`config.mk`:
```
export PLATFORM = sky130hd
export DESIGN_NAME = spi_regacc
export DESIGN_NICKNAME = d
export VERILOG_FILES = /design/src/rtl/spi_regacc_pkg.sv /design/src/rtl/spi_regacc_sync.sv /design/src/rtl/spi_regacc_regfile.sv /design/src/rtl/spi_regacc_frame.sv /design/src/rtl/spi_regacc.sv
export SDC_FILE = /design/constraint.sdc
export NUM_CORES = 1
export LEC_CHECK = 0
export BUFFER_PORTS_ARGS = -buffer_cell sky130_fd_sc_hd__buf_2
export CAP_MARGIN = 20
export CORE_MARGIN = 2
export CORE_UTILIZATION = 55
export DETAILED_ROUTE_END_ITERATION = 10
export GPL_ROUTABILITY_DRIVEN = 0
export PLACE_DENSITY = 0.79
export RECOVER_POWER = 100
export SLEW_MARGIN = 20
export SYNTH_ARGS = -nofsm -noshare
export SYNTH_HDL_FRONTEND = slang
export SYNTH_SLANG_ARGS = --single-unit
```
`constraint.sdc`:
```
create_clock -name clk -period 6.8 [get_ports clk]
set_clock_uncertainty 0.15 [all_clocks]
set_input_delay 1.36 -clock clk [delete_from_list [all_inputs] [get_ports clk]]
set_output_delay 1.36 -clock clk [all_outputs]
set_load 0.01 [all_outputs]
```
`src/rtl/spi_regacc_pkg.sv`:
```
package spi_regacc_pkg;

  parameter int CTRL_W = 16;
  parameter int DATA_W = 8;
  parameter int ADDR_W = CTRL_W - 2;

  typedef enum logic [1:0] {
    PH_CMD  = 2'd0,
    PH_DATA = 2'd1,
    PH_HOLD = 2'd2
  } phase_t;

  function automatic logic [ADDR_W-1:0] flip_addr(input logic [ADDR_W-1:0] v);
    logic [ADDR_W-1:0] r;
    for (int i = 0; i < ADDR_W; i++) r[i] = v[ADDR_W-1-i];
    return r;
  endfunction

  function automatic logic [DATA_W-1:0] flip_byte(input logic [DATA_W-1:0] v);
    logic [DATA_W-1:0] r;
    for (int i = 0; i < DATA_W; i++) r[i] = v[DATA_W-1-i];
    return r;
  endfunction

endpackage

```
`src/rtl/spi_regacc_sync.sv`:
```
module spi_regacc_sync #(
  parameter int           W       = 3,
  parameter int           STAGES  = 2,
  parameter logic [W-1:0] RST_VAL = '0
) (
  input  logic         clk,
  input  logic         rst_n,
  input  logic [W-1:0] din,
  output logic [W-1:0] dout
);

  logic [W-1:0] stage_q [STAGES];

  genvar g;
  generate
    for (g = 0; g < STAGES; g++) begin : g_stage
      if (g == 0) begin : g_first
        always_ff @(posedge clk or negedge rst_n) begin
          if (!rst_n) stage_q[g] <= RST_VAL;
          else        stage_q[g] <= din;
        end
      end else begin : g_next
        always_ff @(posedge clk or negedge rst_n) begin
          if (!rst_n) stage_q[g] <= RST_VAL;
          else        stage_q[g] <= stage_q[g-1];
        end
      end
    end
  endgenerate

  assign dout = stage_q[STAGES-1];

endmodule

```
`src/rtl/spi_regacc_regfile.sv`:
```
module spi_regacc_regfile
  import spi_regacc_pkg::*;
#(
  parameter int DEPTH = 16
) (
  input  logic              clk,
  input  logic              rst_n,
  input  logic [ADDR_W-1:0] addr,
  input  logic              wr_en,
  input  logic [DATA_W-1:0] wr_data,
  output logic [DATA_W-1:0] rd_data
);

  localparam int IW = (DEPTH > 1) ? $clog2(DEPTH) : 1;

  logic [DATA_W-1:0] mem_q [DEPTH];
  logic              in_range;
  logic [IW-1:0]     idx;

  assign in_range = (addr < ADDR_W'(DEPTH));
  assign idx      = addr[IW-1:0];

  genvar e;
  generate
    for (e = 0; e < DEPTH; e++) begin : g_entry
      logic hit;
      assign hit = wr_en && in_range && (idx == IW'(e));
      always_ff @(posedge clk or negedge rst_n) begin
        if (!rst_n)   mem_q[e] <= '0;
        else if (hit) mem_q[e] <= wr_data;
      end
    end
  endgenerate

  assign rd_data = in_range ? mem_q[idx] : '0;

  // an access beyond the last entry leaves the addressed storage untouched
  a_r8_oor_keep: assert property (@(posedge clk) disable iff (!rst_n)
    (wr_en && !in_range && (idx == '0)) |=> $stable(mem_q[0]));

endmodule

```
`src/rtl/spi_regacc_frame.sv`:
```
module spi_regacc_frame
  import spi_regacc_pkg::*;
(
  input  logic              clk,
  input  logic              rst_n,
  input  logic              active,
  input  logic              swap,
  input  logic              sclk_s,
  input  logic              mosi_s,
  input  logic [DATA_W-1:0] rd_data,
  output logic [ADDR_W-1:0] addr,
  output logic              wr_en,
  output logic [DATA_W-1:0] wr_data,
  output logic              sdo
);

  localparam int             CW       = $clog2(CTRL_W);
  localparam int             DIW      = $clog2(DATA_W);
  localparam logic [CW-1:0]  CMD_LAST = CW'(CTRL_W - 1);
  localparam logic [CW-1:0]  DAT_LAST = CW'(DATA_W - 1);

  phase_t              phase_q, phase_d;
  logic [CW-1:0]       cnt_q, cnt_d;
  logic [CTRL_W-2:0]   sh_q, sh_d;
  logic                rd_q, rd_d;
  logic                burst_q, burst_d;
  logic [ADDR_W-1:0]   addr_q, addr_d;
  logic                sdo_q, sdo_d;
  logic                sclk_q;
  logic                rise, fall;
  logic [CTRL_W-1:0]   cmd_word;
  logic [DATA_W-1:0]   in_byte;
  logic [DATA_W-1:0]   out_ord;

  assign rise     = sclk_s & ~sclk_q;
  assign fall     = ~sclk_s & sclk_q;
  assign cmd_word = {sh_q, mosi_s};
  assign in_byte  = {sh_q[DATA_W-2:0], mosi_s};
  assign out_ord  = swap ? flip_byte(rd_data) : rd_data;

  always_comb begin
    phase_d = phase_q;
    cnt_d   = cnt_q;
    sh_d    = sh_q;
    rd_d    = rd_q;
    burst_d = burst_q;
    addr_d  = addr_q;
    sdo_d   = sdo_q;
    wr_en   = 1'b0;
    wr_data = swap ? in_byte : flip_byte(in_byte);
    if (!active) begin
      phase_d = PH_CMD;
      cnt_d   = '0;
      sdo_d   = 1'b0;
    end else if (rise) begin
      sh_d = {sh_q[CTRL_W-3:0], mosi_s};
      cnt_d = cnt_q + 1'b1;
      unique case (phase_q)
        PH_CMD: if (cnt_q == CMD_LAST) begin
          rd_d    = cmd_word[CTRL_W-1];
          burst_d = cmd_word[CTRL_W-2];
          addr_d  = swap ? cmd_word[ADDR_W-1:0] : flip_addr(cmd_word[ADDR_W-1:0]);
          phase_d = PH_DATA;
          cnt_d   = '0;
        end
        PH_DATA: if (cnt_q == DAT_LAST) begin
          wr_en = ~rd_q;
          cnt_d = '0;
          if (burst_q) addr_d  = addr_q + 1'b1;
          else         phase_d = PH_HOLD;
        end
        default: cnt_d = cnt_q;
      endcase
    end else if (fall) begin
      sdo_d = (phase_q == PH_DATA) && rd_q && out_ord[cnt_q[DIW-1:0]];
    end
  end

  always_ff @(posedge clk or negedge rst_n) begin
    if (!rst_n) begin
      phase_q <= PH_CMD;
      cnt_q   <= '0;
      sh_q    <= '0;
      rd_q    <= 1'b0;
      burst_q <= 1'b0;
      addr_q  <= '0;
      sdo_q   <= 1'b0;
      sclk_q  <= 1'b0;
    end else begin
      phase_q <= phase_d;
      cnt_q   <= cnt_d;
      sh_q    <= sh_d;
      rd_q    <= rd_d;
      burst_q <= burst_d;
      addr_q  <= addr_d;
      sdo_q   <= sdo_d;
      sclk_q  <= sclk_s;
    end
  end

  assign addr = addr_q;
  assign sdo  = sdo_q;

  // the bit counter stays inside one byte during the data phase
  a_r3_byte_cnt: assert property (@(posedge clk) disable iff (!rst_n)
    (phase_q == PH_DATA) |-> (cnt_q <= DAT_LAST));

  // a single-byte write parks the frame until the select rises
  a_r4_single_hold: assert property (@(posedge clk) disable iff (!rst_n)
    (wr_en && !burst_q && active) |=> (phase_q == PH_HOLD));

  // losing the select restarts command collection
  a_r5_abort_restart: assert property (@(posedge clk) disable iff (!rst_n)
    !active |=> (phase_q == PH_CMD) && (cnt_q == '0));

  // data-out only moves after a falling serial edge or on frame end
  a_r9_sdo_on_fall: assert property (@(posedge clk) disable iff (!rst_n)
    (active && !fall) |=> $stable(sdo_q));

endmodule

```
`src/rtl/spi_regacc.sv`:
```
module spi_regacc
  import spi_regacc_pkg::*;
#(
  parameter int REG_DEPTH   = 16,
  parameter int SYNC_STAGES = 2
) (
  input  logic clk,
  input  logic rst_n,
  input  logic ser_en,
  input  logic bit_swap,
  input  logic sclk,
  input  logic cs_n,
  input  logic mosi,
  output logic miso,
  output logic miso_oe
);

  logic [1:0]        rst_pipe;
  logic              rst_s;
  logic [2:0]        link_s;
  logic              cs_s, sclk_s, mosi_s;
  logic              active;
  logic [ADDR_W-1:0] rf_addr;
  logic              rf_wr;
  logic [DATA_W-1:0] rf_wdata, rf_rdata;
  logic              oe_q, oe_d;

  always_ff @(posedge clk or negedge rst_n) begin
    if (!rst_n) rst_pipe <= 2'b00;
    else        rst_pipe <= {rst_pipe[0], 1'b1};
  end
  assign rst_s = rst_pipe[1];

  spi_regacc_sync #(.W(3), .STAGES(SYNC_STAGES), .RST_VAL(3'b100)) u_sync (
    .clk  (clk),
    .rst_n(rst_s),
    .din  ({cs_n, sclk, mosi}),
    .dout (link_s)
  );
  assign {cs_s, sclk_s, mosi_s} = link_s;

  assign active = ser_en & ~cs_s;

  spi_regacc_frame u_frame (
    .clk    (clk),
    .rst_n  (rst_s),
    .active (active),
    .swap   (bit_swap),
    .sclk_s (sclk_s),
    .mosi_s (mosi_s),
    .rd_data(rf_rdata),
    .addr   (rf_addr),
    .wr_en  (rf_wr),
    .wr_data(rf_wdata),
    .sdo    (miso)
  );

  spi_regacc_regfile #(.DEPTH(REG_DEPTH)) u_regs (
    .clk    (clk),
    .rst_n  (rst_s),
    .addr   (rf_addr),
    .wr_en  (rf_wr),
    .wr_data(rf_wdata),
    .rd_data(rf_rdata)
  );

  always_comb oe_d = active;

  always_ff @(posedge clk or negedge rst_s) begin
    if (!rst_s) oe_q <= 1'b0;
    else        oe_q <= oe_d;
  end
  assign miso_oe = oe_q;

  // a high select releases the shared pin on the next clock
  a_r7_release_pin: assert property (@(posedge clk) disable iff (!rst_s)
    cs_s |=> !miso_oe);

  // with serial mode off nothing reaches the register file
  a_r6_no_store: assert property (@(posedge clk) disable iff (!rst_s)
    (!ser_en && $past(!ser_en)) |-> !rf_wr);

endmodule

```
Yosys cells after proc, flatten, opt, wreduce, memory -nomap -nowiden:

Cells that the tools add are included.

* $add $sub $neg: 2
* multipliers: 0
* divide/modulo/power cells: 0
* magnitude comparators: 3
* equal/unequal tests: 28
* shift-type cells: 0
* mux-type cells: 31
* bitwise gates (word level): 8
* reduce and logical (&&, ||, !) cells: 28

Operators with widths (count)
* 14-bit 2-to-1 mux: 4
* 8-bit 2-to-1 mux: 5
* 4-bit equality test, second input constant: 9
* 8-bit binary-select mux with 4-bit select: 1
* 14-bit case mux with 2 select lines: 1
* 4-bit by 3-bit equality test with 1-bit output, second input constant: 5
* 1-bit logical AND: 19
* 4-bit 2-to-1 mux: 4
* 14-bit by 1-bit adder with 14-bit output, second input constant: 1
* 14-bit by 5-bit < comparator with 1-bit output, second input constant: 1
* 2-bit 2-to-1 mux: 5
* 2-bit by 1-bit != test with 1-bit output, second input constant: 5
* 4-bit by 2-bit equality test with 1-bit output, second input constant: 2
* 1-bit 2-to-1 mux: 8
* 4-bit case mux with 2 select lines: 1
* 3-bit by 2-bit != test with 1-bit output, second input constant: 2
* 2-bit AND reduction: 3
* 6-bit AND reduction: 1
* 5-bit greater-or-equal comparator, second input constant: 1
* 4-bit inverter with 5-bit output: 1
* 5-bit AND reduction: 1
* 4-bit by 1-bit adder with 4-bit output, second input constant: 1
* 4-bit by 1-bit equality test with 1-bit output, second input constant: 1
* 4-bit zero test: 1
* other kinds (12): 17

* bits in registers: 176
* latch bits: 0
* memory bits (writable): 0
* bits in read-only memories: 0
* input bits: 7
* logic and storage cells: 128
* memories: 0

Longest topological paths before layout:

Gate-level depths: netlist of the first run.

* depth after elaboration: 12
* mapped depth: 11
* mapped depth without buffers: 8

Cells and area by module:

A second synthesis of the first run with hierarchy kept.

* cells, all modules: 637
* area total of the unflattened synthesis: 8538.2 µm²

Modules (own cells, without submodules)
* spi_regacc_regfile: times used 1, cells an instance 381, area each 5965.7 µm², seq. area each 3203.1 µm²
* spi_regacc_frame: times used 1, cells an instance 242, area each 2304.7 µm², seq. area each 975.9 µm²
* spi_regacc_sync: times used 1, cells an instance 9, area each 175.2 µm², seq. area each 152.6 µm²
* spi_regacc: times used 1, cells an instance 5, area each 92.6 µm², seq. area each 75.1 µm²

Least setup slack after synthesis of the first run:

OpenSTA, ideal clock, no wires.

* kind: input -> register
* from: input port bit_swap
* to: register u_frame.addr_q[13] (netlist: u_frame.addr[13])
* library setup time: 0.137 ns
* arrival time: 2.817 ns
* required time: 6.513 ns
* setup slack: 3.696 ns
* stages on the path: 6
* cells stage by stage: buf_2 > buf_1 > buf_1 > mux2_2 > o22ai_1 > a21oi_1

* word-level cells in the longest chain between the ends: 3

RTL lines
* start, declared: line spi_regacc.sv:10 `input logic bit_swap,`
* 14-bit 2-to-1 mux: line spi_regacc_frame.sv:62 `addr_d = swap ? cmd_word[ADDR_W-1:0] : flip_addr(cmd_word[ADDR_W-1:0]);`
* 14-bit 2-to-1 mux: line spi_regacc_frame.sv:59 `PH_CMD: if (cnt_q == CMD_LAST) begin`
* 14-bit case mux with 2 select lines: line spi_regacc_frame.sv:58 `unique case (phase_q)`
* end signal, assigned: line spi_regacc_frame.sv:95 `addr_q <= addr_d;`
* end, declared: line spi_regacc_frame.sv:27 `logic [ADDR_W-1:0] addr_q, addr_d;`

Every way passes these cells. The select of a mux whose other input is x is not followed.
A chain may end at the register's enable or synchronous reset.

Worst setup path after layout of the first run:

* from: register u_frame.addr_q[0] (netlist: u_frame.addr[0])
* to: register u_frame.sdo_q (netlist: u_frame.sdo)

* word-level cells in the longest chain between the ends: 12
* elaborated cells on any way between the ends: 13
* classes of those cells: order compare (1); mux (10); bitwise (1); reduce/logical (1)

RTL lines
* 4-bit inverter with 5-bit output (implied by the code): line spi_regacc_regfile.sv:35 `assign rd_data = in_range ? mem_q[idx] : '0;`
* 8-bit binary-select mux with 4-bit select: line spi_regacc_regfile.sv:35
* 8-bit 2-to-1 mux (implied by the code) (2 in series): line spi_regacc_regfile.sv:35
* 8-bit 2-to-1 mux (*): line spi_regacc_regfile.sv:35
* 8-bit 2-to-1 mux (*): line spi_regacc_frame.sv:39 `assign out_ord = swap ? flip_byte(rd_data) : rd_data;`
* 1-bit binary-select mux with 3-bit select (*): line spi_regacc_frame.sv:75 `sdo_d = (phase_q == PH_DATA) && rd_q && out_ord[cnt_q[DIW-1:0]];`
* 1-bit 2-to-1 mux (implied by the code) (*): line spi_regacc_frame.sv:75
* 1-bit logical AND (*): line spi_regacc_frame.sv:75
* 1-bit 2-to-1 mux (*): line spi_regacc_frame.sv:74 `end else if (fall) begin`
* 1-bit 2-to-1 mux (*): line spi_regacc_frame.sv:55 `end else if (rise) begin`
* 1-bit 2-to-1 mux (*): line spi_regacc_frame.sv:51 `if (!active) begin`
* end signal, assigned: line spi_regacc_frame.sv:96 `sdo_q <= sdo_d;`
* end, declared: line spi_regacc_frame.sv:28 `logic sdo_q, sdo_d;`

Mark *: on every way between the ends. The rest lies on a longest branch, timed or not. The select of a mux whose other input is x is not followed.

==> impl_metrics.toml, run 1 <==
[synth]
synth_edf_count = 0
synth_compound_area_share_pct = 14.17
synthMuxAreaShare_pct = 13.60
synth_ff_type = "dfrtp_1"
synth-xor-area-share_pct = 0.2101
synth_cell_types = 60
synthCells = 814
syn_avg_cell_area_um2 = 10.24
syn_nets = 826
synth_warnings = 0
yosys.area_share.simple_pct = 15.40
synthAdderAreaFrac_pct = 0.7504
netlist_area_um2 = 8337
ys_seq_elements = 176
synth_top_family_by_area = "simple AND/OR/NAND/NOR gates"
synthArstFlopShare_pct = 100.0
synth_seq_area_share_pct = 52.86

[route]
vias = 6142
drc = 0
wl_um = 18890
vias_per_cell = 6.148
antenna_left = 0
drtIter0Drc = 643
firstDrtPassIters = 5
avgRoutedWirePerCell_um = 18.91

[placed_design]
io_buffers = 8
dp_hpwl_um = 12230
post-place-ws_ns = 3.252

[power_and_ir_drop]
power_frac_seq_pct = 46.3
clkPwrFrac_pct = 47.3
p_total_mw = 2.348
p_int_mw = 1.814
powerDensity_nw_per_um2 = 256.8
switching_power_mw = 0.5342
ir_worst_vdd_mv = 0.2074
p_comb_share_pct = 6.4
swShare_pct = 22.75
p_leak_nw = 3.867

[worst_setup_path]
cp-startpoint = "u_frame.addr[0]"
crit_type = "flip-flop to flip-flop"
reg2reg_depth = 7
r2r-end = "u_frame.sdo"
endpoint_kind = "flip-flop"
r2r_slack_ns = 1.99
arrival_ns = 4.96
critPathCapture = "u_frame.sdo"
cp_slowest_cell = "clkbuf_1"
cp.required_ns = 6.95
slowest_delay_ns = 1.36
cp-start-kind = "flip-flop"
worstPathMaxFanout = 25
path_cells = "clkbuf_1 -> mux4_2 -> mux2i_1 -> o22ai_1 -> or3_1 -> a221oi_2 -> o32ai_2"
r2r_start = "u_frame.addr[0]"

[sta]
setup_ws_ns = 1.987
slew_viol_final = 121
period_needed_ns = 4.813
finalCritPeriodShare_pct = 70.77
tightest_slew_ns = 2.246
relSlewSlack_pct = -49.77
fmax_ghz = 0.2078
fin_setup_tns_ns = 0
rsz0062_at_grt = "no"
finalHoldViolations = 0
setup_viol = 0

[floorplan]
start_util_pct = 56.93
pin_count = 9
dieHeight_um = 127.1
die-area_um2 = 16160
core_area_um2 = 14640
rows = 44
die_x_um = 127.1

[clock_tree]
post_cts_buffers = 0
cts_buffers = 17
insertion_delay_ns = 0.44
post_cts_resized = 0
htree_levels = 4
root_buffer = "clkbuf_16"
cts_hold_buf = 0
cts.path.max_buffers = 2
cts_tree = "yes"
clk_pin_slew_ns = 0.07
cts.sinks = 176

[finish]
fin_nets = 814
area_delta_synth_final_pct = 9.650
antenna_cells = 0
fin_util_pct = 62.42
layout-drive-gt1-share_pct = 13.87

[global_routing]
grt_pass1_vias = 6160
grt_overflow = 0
grt_usage_pct = 25.59
antenna_found_initial = 0
grt_first_pass_wirelength_um = 31930
grt_max_degree = 84

[run]
maxCapViolations = 3

[outcome]
outcome = "complete, but fails checks"
violations = "capacitance limit, slew limit"

[worst_hold_path]
holdPathStages = 0
hp-start = "rst_pipe[0]"
hp-class = "flip-flop to flip-flop"
## Yosys cell counts, types with 7 or more instances
cell      count  area share (%)
nand4_1       7            0.53
nor2_1       20            0.90
mux4_2       28             7.6
o21ai_0     143             8.6
buf_2        21             1.3
mux2_2       26             3.5
clkbuf_1     21            0.95
dfrtp_1     174              52
and2_1       12            0.90
nand2b_1      7            0.53
o22ai_1       8            0.60
nor2b_1      10            0.75
nand2_1     196             8.8
a21oi_1      37             2.2
mux2i_1      21             2.5
## metrics by stage
| stage | cell area [µm²] | hold slack, ns | instances |
|---|---|---|---|
| after floorplan | 8337 | 0.1812 | 814 |
| after global placement | 8476 | 0.1829 | 966 |
| after detailed placement | 8476 | 0.1879 | 966 |
| after CTS | 9146 | 0.2012 | 998 |
| after global routing | 9141 | 0.2058 | 999 |
| final | 9141 | 0.1985 | 999 |
## metal layers
layer  wire length [µm]  share of wire [%]  track usage, %  up-vias
met1               8274                 44           34.98     3043
met5                  0                  0               0        -
li1                   -                  -               -     2839
met3               1145                6.1           5.402       39
met2               9011                 48           40.04      221
met4                461                2.4           11.38        0
## cell type report
cell class | instances | area (µm²)
Clock inverter | 10 | 206.4
Sequential cell | 176 | 4407
Multi-Input combinational cell | 582 | 3692
Inverter | 5 | 18.77
Tap cell | 184 | 230.2
Timing Repair Buffer | 20 | 122.6
Fill cell | 1142 | 5503
Clock buffer | 22 | 464.2
## cell usage in the layout, fill, tap and decap left out, types with 2 or more instances in the layout
master and instances:
a211oi_1 3, inv_1 4, nor3_1 4, clkbuf_1 9, nor2_1 20, nand2_1 196
nand2b_1 7, and2_0 6, buf_4 7, mux4_2 28, buf_6 2, nor2b_1 9
clkbuf_16 17, a21oi_1 37, nand3_1 6, dfstp_2 2, buf_2 5, clkbuf_8 2
and2_1 8, ha_1 5, a22oi_1 4, a31oi_1 3, and3_1 2, o22ai_1 8
nor3b_1 2, o21ai_0 143, nand4_1 7, or4_1 2, nand3b_1 2, mux2_2 26
mux2i_2 2, dfrtp_1 174, and4_1 2, o22a_1 3, bufinv_16 6, clkinv_2 2
mux2i_1 19
## critical path, delay by kind of cell (launching register included)
family | cells | cell delay, ns
compound gates | 3 | 0.63
flops | 1 | 1.21
simple gates | 1 | 0.34
mux | 2 | 0.94
buf+inv | 1 | 1.36
## registers in the layout, summed over array words and instances, names as in the netlist
signal and cells:
u_regs.mem_q 128, u_frame.sdo 1, rst_pipe 2, u_frame.cnt_q 4, u_frame.addr 14, u_frame.rd_q 1, u_frame.burst_q 1, u_frame.phase_q 2
u_frame.sh_q 15, u_frame.sclk_q 1, miso_oe 1, u_sync.stage_q 3, u_sync.dout 3
## how the worst min path moves through the flow
| stage | to | slack [ns] |
|---|---|---|
| finish | rst_pipe[1] | 0.20 |
| global placement | rst_pipe[1] | 0.18 |
| global route | u_sync.dout[1] | 0.21 |
| detailed placement | u_sync.dout[0] | 0.19 |
| CTS | rst_pipe[1] | 0.20 |
| floorplan | rst_pipe[1] | 0.18 |
## kinds of logic (layout without fill, tap and decap cells)
family,count (synthesis),in the layout
simple gates,285,285
compound gates,214,214
flops,176,176
mux,75,75
buf+inv,56,57
fa+ha+maj,5,5
xor+xnor,2,2
other cells,1,1
## power groups by stage
stage	combinational, mW	sequential (mW)	clock, mW
after floorplan	0.0791	1.11	0
after global placement	0.148	1.10	0
after detailed placement	0.149	1.11	0
after CTS	0.151	1.09	1.12
after global routing	0.163	1.09	1.17
final	0.149	1.09	1.11
(Power assumes the default switching activity.)
==> inputs of run 2 (changes only) <==
- ABC_AREA: default -> 1
- clock period: 6.8 -> 4.7 ns (I/O delays scaled with it)
==> run 2 against run 1 <==
Net effect: the flow still finishes with violations (capacitance limit, slew limit); synthesized area is 5.5% higher; combinational power grew to 8.6 times the previous value; global-route usage is 0.61 points higher; largest power group is now sequential cells.
==> impl_metrics.toml, run 2 <==
[synth]
synth_top_area_share_pct = 49.49
synth_commonest_cells = "366 x nand2_1, 174 x dfrtp_1, 100 x nand3_1, 83 x o21ai_1, 82 x inv_1"
netlist_area_um2 = 8798
synth_seq_area_share_pct = 50.09
syn_avg_cell_area_um2 = 7.912
synthTopCellsByArea = "dfrtp_1 49%, nand2_1 16%, nand3_1 5.7%, o21ai_1 4.7%, inv_1 3.5%"
synthCells = 1112
yosysMostFrequentCell = "nand2_1"
synth_warnings = 0
syn_nets = 1124
synth_ff_type = "dfrtp_1"
yosys.area.top_type = "dfrtp_1"
synth_edf_count = 0
synth_cell_types = 39
ys_seq_elements = 176
synthArstFlopShare_pct = 100.0

[finish]
multi_input_area_um2 = 3603
layout-drive-gt1-share_pct = 6.176
final_common_cell = "nand2_1"
area_delta_synth_final_pct = 6.243
antenna_cells = 0
final_cell_mix = "376 x nand2_1, 172 x dfrtp_1, 129 x o21ai_0"
fin_util_pct = 59.27
final.fill_count = 1440
largest_register_ffs = 128
fin_nets = 1100
fin_cells = 1317
regArea_um2 = 4412
largest_register = "u_regs.mem_q"

[placed_design]
dp_cells = 1285
io_buffers = 8
dp_hpwl_um = 12670

[route]
vias = 7281
drc = 0
drtIter0Drc = 840
wl_um = 20790
avgRoutedWirePerCell_um = 15.78
antenna_left = 0
vias_per_cell = 5.528
firstDrtPassIters = 6

[floorplan]
die_x_um = 130.5
dieHeight_um = 130.5
core_area_um2 = 15770
die-area_um2 = 17030
pin_count = 9
rows = 46
start_util_pct = 55.79

[worst_setup_path]
worstPathMaxFanout = 20
r2r_slack_ns = 1.08
endpoint_kind = "flip-flop"
cp.required_ns = 4.83
cp-start-kind = "flip-flop"
arrival_ns = 3.75
crit_type = "flip-flop to flip-flop"

[power_and_ir_drop]
p_total_mw = 4.513
p_comb_share_pct = 28.4
p_leak_nw = 4.313
switching_power_mw = 1.658
power_frac_seq_pct = 37.7
clkPwrFrac_pct = 33.9
powerDensity_nw_per_um2 = 482.8
swShare_pct = 36.75
ir_worst_vdd_mv = 0.3308
p_int_mw = 2.855

[sta]
finalHoldViolations = 0
fmax_ghz = 0.2760
setup_viol = 0
relSlewSlack_pct = -57.66
rsz0062_at_grt = "no"
fin_setup_tns_ns = 0
period_needed_ns = 3.624
finalCritPeriodShare_pct = 77.10
holdWs_ns = 0.1325
slew_viol_final = 175
tightest_slew_ns = 2.365

[clock_tree]
root_buffer = "clkbuf_16"
cts_hold_buf = 0
cts.path.max_buffers = 2
post_cts_buffers = 0
cts.sinks = 176
clk_pin_slew_ns = 0.07
post_cts_resized = 0
insertion_delay_ns = 0.44
cts_buffers = 17
htree_levels = 4
cts_tree = "yes"

[global_routing]
grt_first_pass_wirelength_um = 34180
grt_pass1_vias = 6546
grt_usage_pct = 26.19
grt_overflow = 0
grt_max_degree = 175
antenna_found_initial = 0

[outcome]
violations = "capacitance limit, slew limit"
outcome = "complete, but fails checks"

[run]
maxCapViolations = 1

[worst_hold_path]
hp-class = "input pin to asynchronous set/reset pin"
[run 2: worst max-delay path, cell delays in order (launching register included)]
cell	delay, ns
dfrtp_1	0.42
nor2_1	0.81
inv_1	0.62
nor2_1	0.40
nand4_4	0.22
nor2_4	0.22
nand2_1	0.33
nand2_1	0.17
o21ai_0	0.10
[run 2: through the flow]
step / worst slack [ns] / cell area (µm²)
2_1_floorplan: 1.645 / 8800
3_5_place_dp: 1.549 / 8833
3_3_place_gp: 1.588 / 8833
4_1_cts: 1.789 / 9472
5_1_grt: 0.7854 / 9348
6_report: 1.076 / 9348
[run 2: worst paths after layout]
check | start | endpoint | depth (start not counted)
max | u_frame.phase_q[1] | u_regs.mem_q[120] | 8
min | rst_n | rst_pipe[0] | 1
max reg2reg | u_frame.phase_q[1] | u_regs.mem_q[120] | 8
min reg2reg | rst_pipe[0] | rst_pipe[1] | 0
max in group asynchronous | rst_pipe[1] | u_frame.addr[0] | 1
min in group clk | rst_pipe[0] | rst_pipe[1] | 0
[run 2: routing by layer]
metal  wire (µm)  global-route usage (%)  vias to the layer above
li1            -                       -                     3529
met1        9411                   38.28                     3426
met2        9368                   38.79                      279
met3        1438                   4.805                       47
met4         567                   10.83                        0
met5           0                       0                        -
[run 2: logic make-up after synthesis]
| logic type | synth area share [%] |
|---|---|
| DFF | 50.09 |
| buffers and inverters | 7.765 |
| and+or+nand+nor | 27.18 |
| xor gates and xnor gates | 0.8960 |
| AOI/OAI and AO/OA | 13.20 |
| adders and majority gates | 0.7110 |
| muxes | 0.1280 |
| other | 0.04262 |
[run 2: layout make-up]
class                      instances  area share (%)
sequential                       176           47.20
multi-input combinational        791           38.55
inverter                          84           3.373
tap                              216           2.891
clock buffer                      20           4.886
clock inverter                    12           1.941
timing repair buffer              18           1.164
[run 2: power by group through the flow]
stage | logic [mW] | clock network, mW | registers (mW)
2_1_floorplan | 0.922 | 0 | 1.73
3_3_place_gp | 1.26 | 0 | 1.72
3_5_place_dp | 1.28 | 0 | 1.73
4_1_cts | 1.29 | 1.55 | 1.70
5_1_grt | 1.41 | 1.62 | 1.72
6_report | 1.28 | 1.53 | 1.70
==> inputs of run 3 (changes only) <==
- ABC_AREA: 1 -> 0
- PLACE_DENSITY: 0.79 -> 0.82
- clock period: 4.7 -> 3.3 ns (I/O delays scaled with it)
==> run 3 against run 2 <==
Net effect: setup slack worse by 0.77 ns; utilization is 3.0 points higher; largest cell class unchanged; global-route usage is 1.4 points lower; via count is 16% lower; highest routed layer unchanged; die area is 5.1% lower; register-to-register slack worse by 0.77 ns; sequential power is 31% higher; sequential cell count stayed put; count of clock-buffer cells in the layout is 1 higher; the run still ends with capacitance limit, slew limit left; final cell count is 23% lower; routed wire length is 11% lower.
==> impl_metrics.toml, run 3 (synthesis gave the netlist of run 1 again) <==
[worst_hold_path]
hp-class = "input pin to flip-flop"

[finish]
largest_register = "u_regs.mem_q"
final_cell_mix = "196 x nand2_1, 173 x dfrtp_1, 143 x o21ai_0"
largest_register_ffs = 128
fin_util_pct = 62.31
final_common_cell = "nand2_1"
final_area_um2 = 9125
area_delta_synth_final_pct = 9.455
antenna_cells = 0
fin_nets = 825
layout-drive-gt1-share_pct = 14.41
fin_cells = 1010

[clock_tree]
cts_tree = "yes"
post_cts_resized = 0
cts.sinks = 176
cts_buffers = 17
root_buffer = "clkbuf_16"
clk_pin_slew_ns = 0.07
insertion_delay_ns = 0.44
htree_levels = 4
cts.path.max_buffers = 2

[placed_design]
dp_hpwl_um = 12190
place_area_um2 = 8588
dp_cells = 977
post-place-ws_ns = 0.4809
io_buffers = 8

[floorplan]
pin_count = 9
rows = 44
die-area_um2 = 16160
start_util_pct = 56.93
die_x_um = 127.1
dieHeight_um = 127.1
core_area_um2 = 14640

[sta]
setup_ws_ns = 0.3036
setup_viol = 0
finalHoldViolations = 0
finalCritPeriodShare_pct = 90.80
fmax_ghz = 0.3337
rsz0062_at_grt = "no"
period_needed_ns = 2.996
slew_viol_final = 42
holdWs_ns = 0.1645
relSlewSlack_pct = -3.461
fin_setup_tns_ns = 0
tightest_slew_ns = 1.552

[power_and_ir_drop]
power_frac_seq_pct = 48.9
swShare_pct = 24.54
p_leak_nw = 3.869
ir_worst_vdd_mv = 0.5359
p_int_mw = 3.445
powerDensity_nw_per_um2 = 500.3
p_total_mw = 4.566
switching_power_mw = 1.121
p_comb_share_pct = 6.9
clkPwrFrac_pct = 44.1

[global_routing]
grt_overflow = 0
grt_usage_pct = 24.76
grt_first_pass_wirelength_um = 31210
grt_pass1_vias = 5909
antenna_found_initial = 0
grt_max_degree = 62

[route]
vias = 6095
antenna_left = 0
drtIter0Drc = 724
wl_um = 18520
firstDrtPassIters = 5
avgRoutedWirePerCell_um = 18.34
drc = 0
vias_per_cell = 6.035

[worst_setup_path]
path_cells = "clkbuf_2 -> mux4_2 -> nand2_1 -> and2_1 -> a221o_1 -> o21ai_0 -> a221oi_2 -> o32ai_2"
crit_type = "flip-flop to flip-flop"
cp-start-kind = "flip-flop"
worstPathMaxFanout = 19
endpoint_kind = "flip-flop"
slowest_delay_ns = 0.60
arrival_ns = 3.15
cp_slowest_cell = "dfrtp_2"
cp.required_ns = 3.45

[outcome]
violations = "capacitance limit, slew limit"
outcome = "complete, but fails checks"

[run]
maxCapViolations = 1
==> run 3: cell count changes in the layout (fill, tap and decap cells not counted), sizes merged, moves of 21 or more <==
| cell | change |
|---|---|
| nor2 | -52 |
| nand2 | -184 |
| mux2i | +21 |
| mux2 | +25 |
| mux4 | +28 |
| inv | -79 |
| nand3 | -94 |
==> run 3: cell type report <==
class                           instances  area (µm²)
Tap cell                              184       230.2
Fill cell                            1177        5519
Multi-Input combinational cell        582        3680
Timing Repair Buffer                   31       197.7
Clock buffer                           21       460.4
Clock inverter                         11       130.1
Inverter                                5       18.77
Sequential cell                       176        4408
==> run 3: final timing paths <==
kind	from	end	slack, ns	cells after the start
worst min register to register	u_sync.stage_q[4]	u_sync.dout[1]	0.20	0
worst min-delay path	cs_n	u_sync.stage_q[5]	0.16	1
worst max-delay path	u_frame.addr[0]	u_frame.sdo	0.30	8
max in group asynchronous	rst_pipe[1]	u_regs.mem_q[38]	0.69	1
min in group asynchronous	rst_n	rst_pipe[1]	0.38	2
worst max register to register	u_frame.addr[0]	u_frame.sdo	0.30	8
==> run 3: routing by layer <==
layer  global-route usage (%)  vias up  wire, µm
li1                         -     2861         -
met1                    36.03     2978      8282
met2                    37.92      221      8618
met3                    5.653       35      1287
met4                    7.240        0       333
met5                        0        -         0
==> run 3: worst max-delay path: cells and delay by family, from the launching register on <==
| family | cells | cell delay [ns] |
|---|---|---|
| AO/OA/AOI/OAI | 4 | 0.72 |
| buffers and inverters | 1 | 0.55 |
| flip-flops | 1 | 0.60 |
| multiplexers | 1 | 0.59 |
| AND/OR/NAND/NOR | 2 | 0.23 |
==> run 3: timing repair <==
item,in CTS,in global routing
hold buffers,1,0
endpoints found under the setup margin,0,0
endpoints found under the hold margin,2,0
setup buffers,0,0
==> run 3: power by group through the flow <==
stage                     clock network, mW  logic, mW  registers, mW
after floorplan                           0      0.163           2.28
after global placement                    0      0.318           2.27
after detailed placement                  0      0.318           2.27
after global routing                   2.13      0.347           2.24
after CTS                              2.04      0.322           2.24
final                                  2.01      0.316           2.23
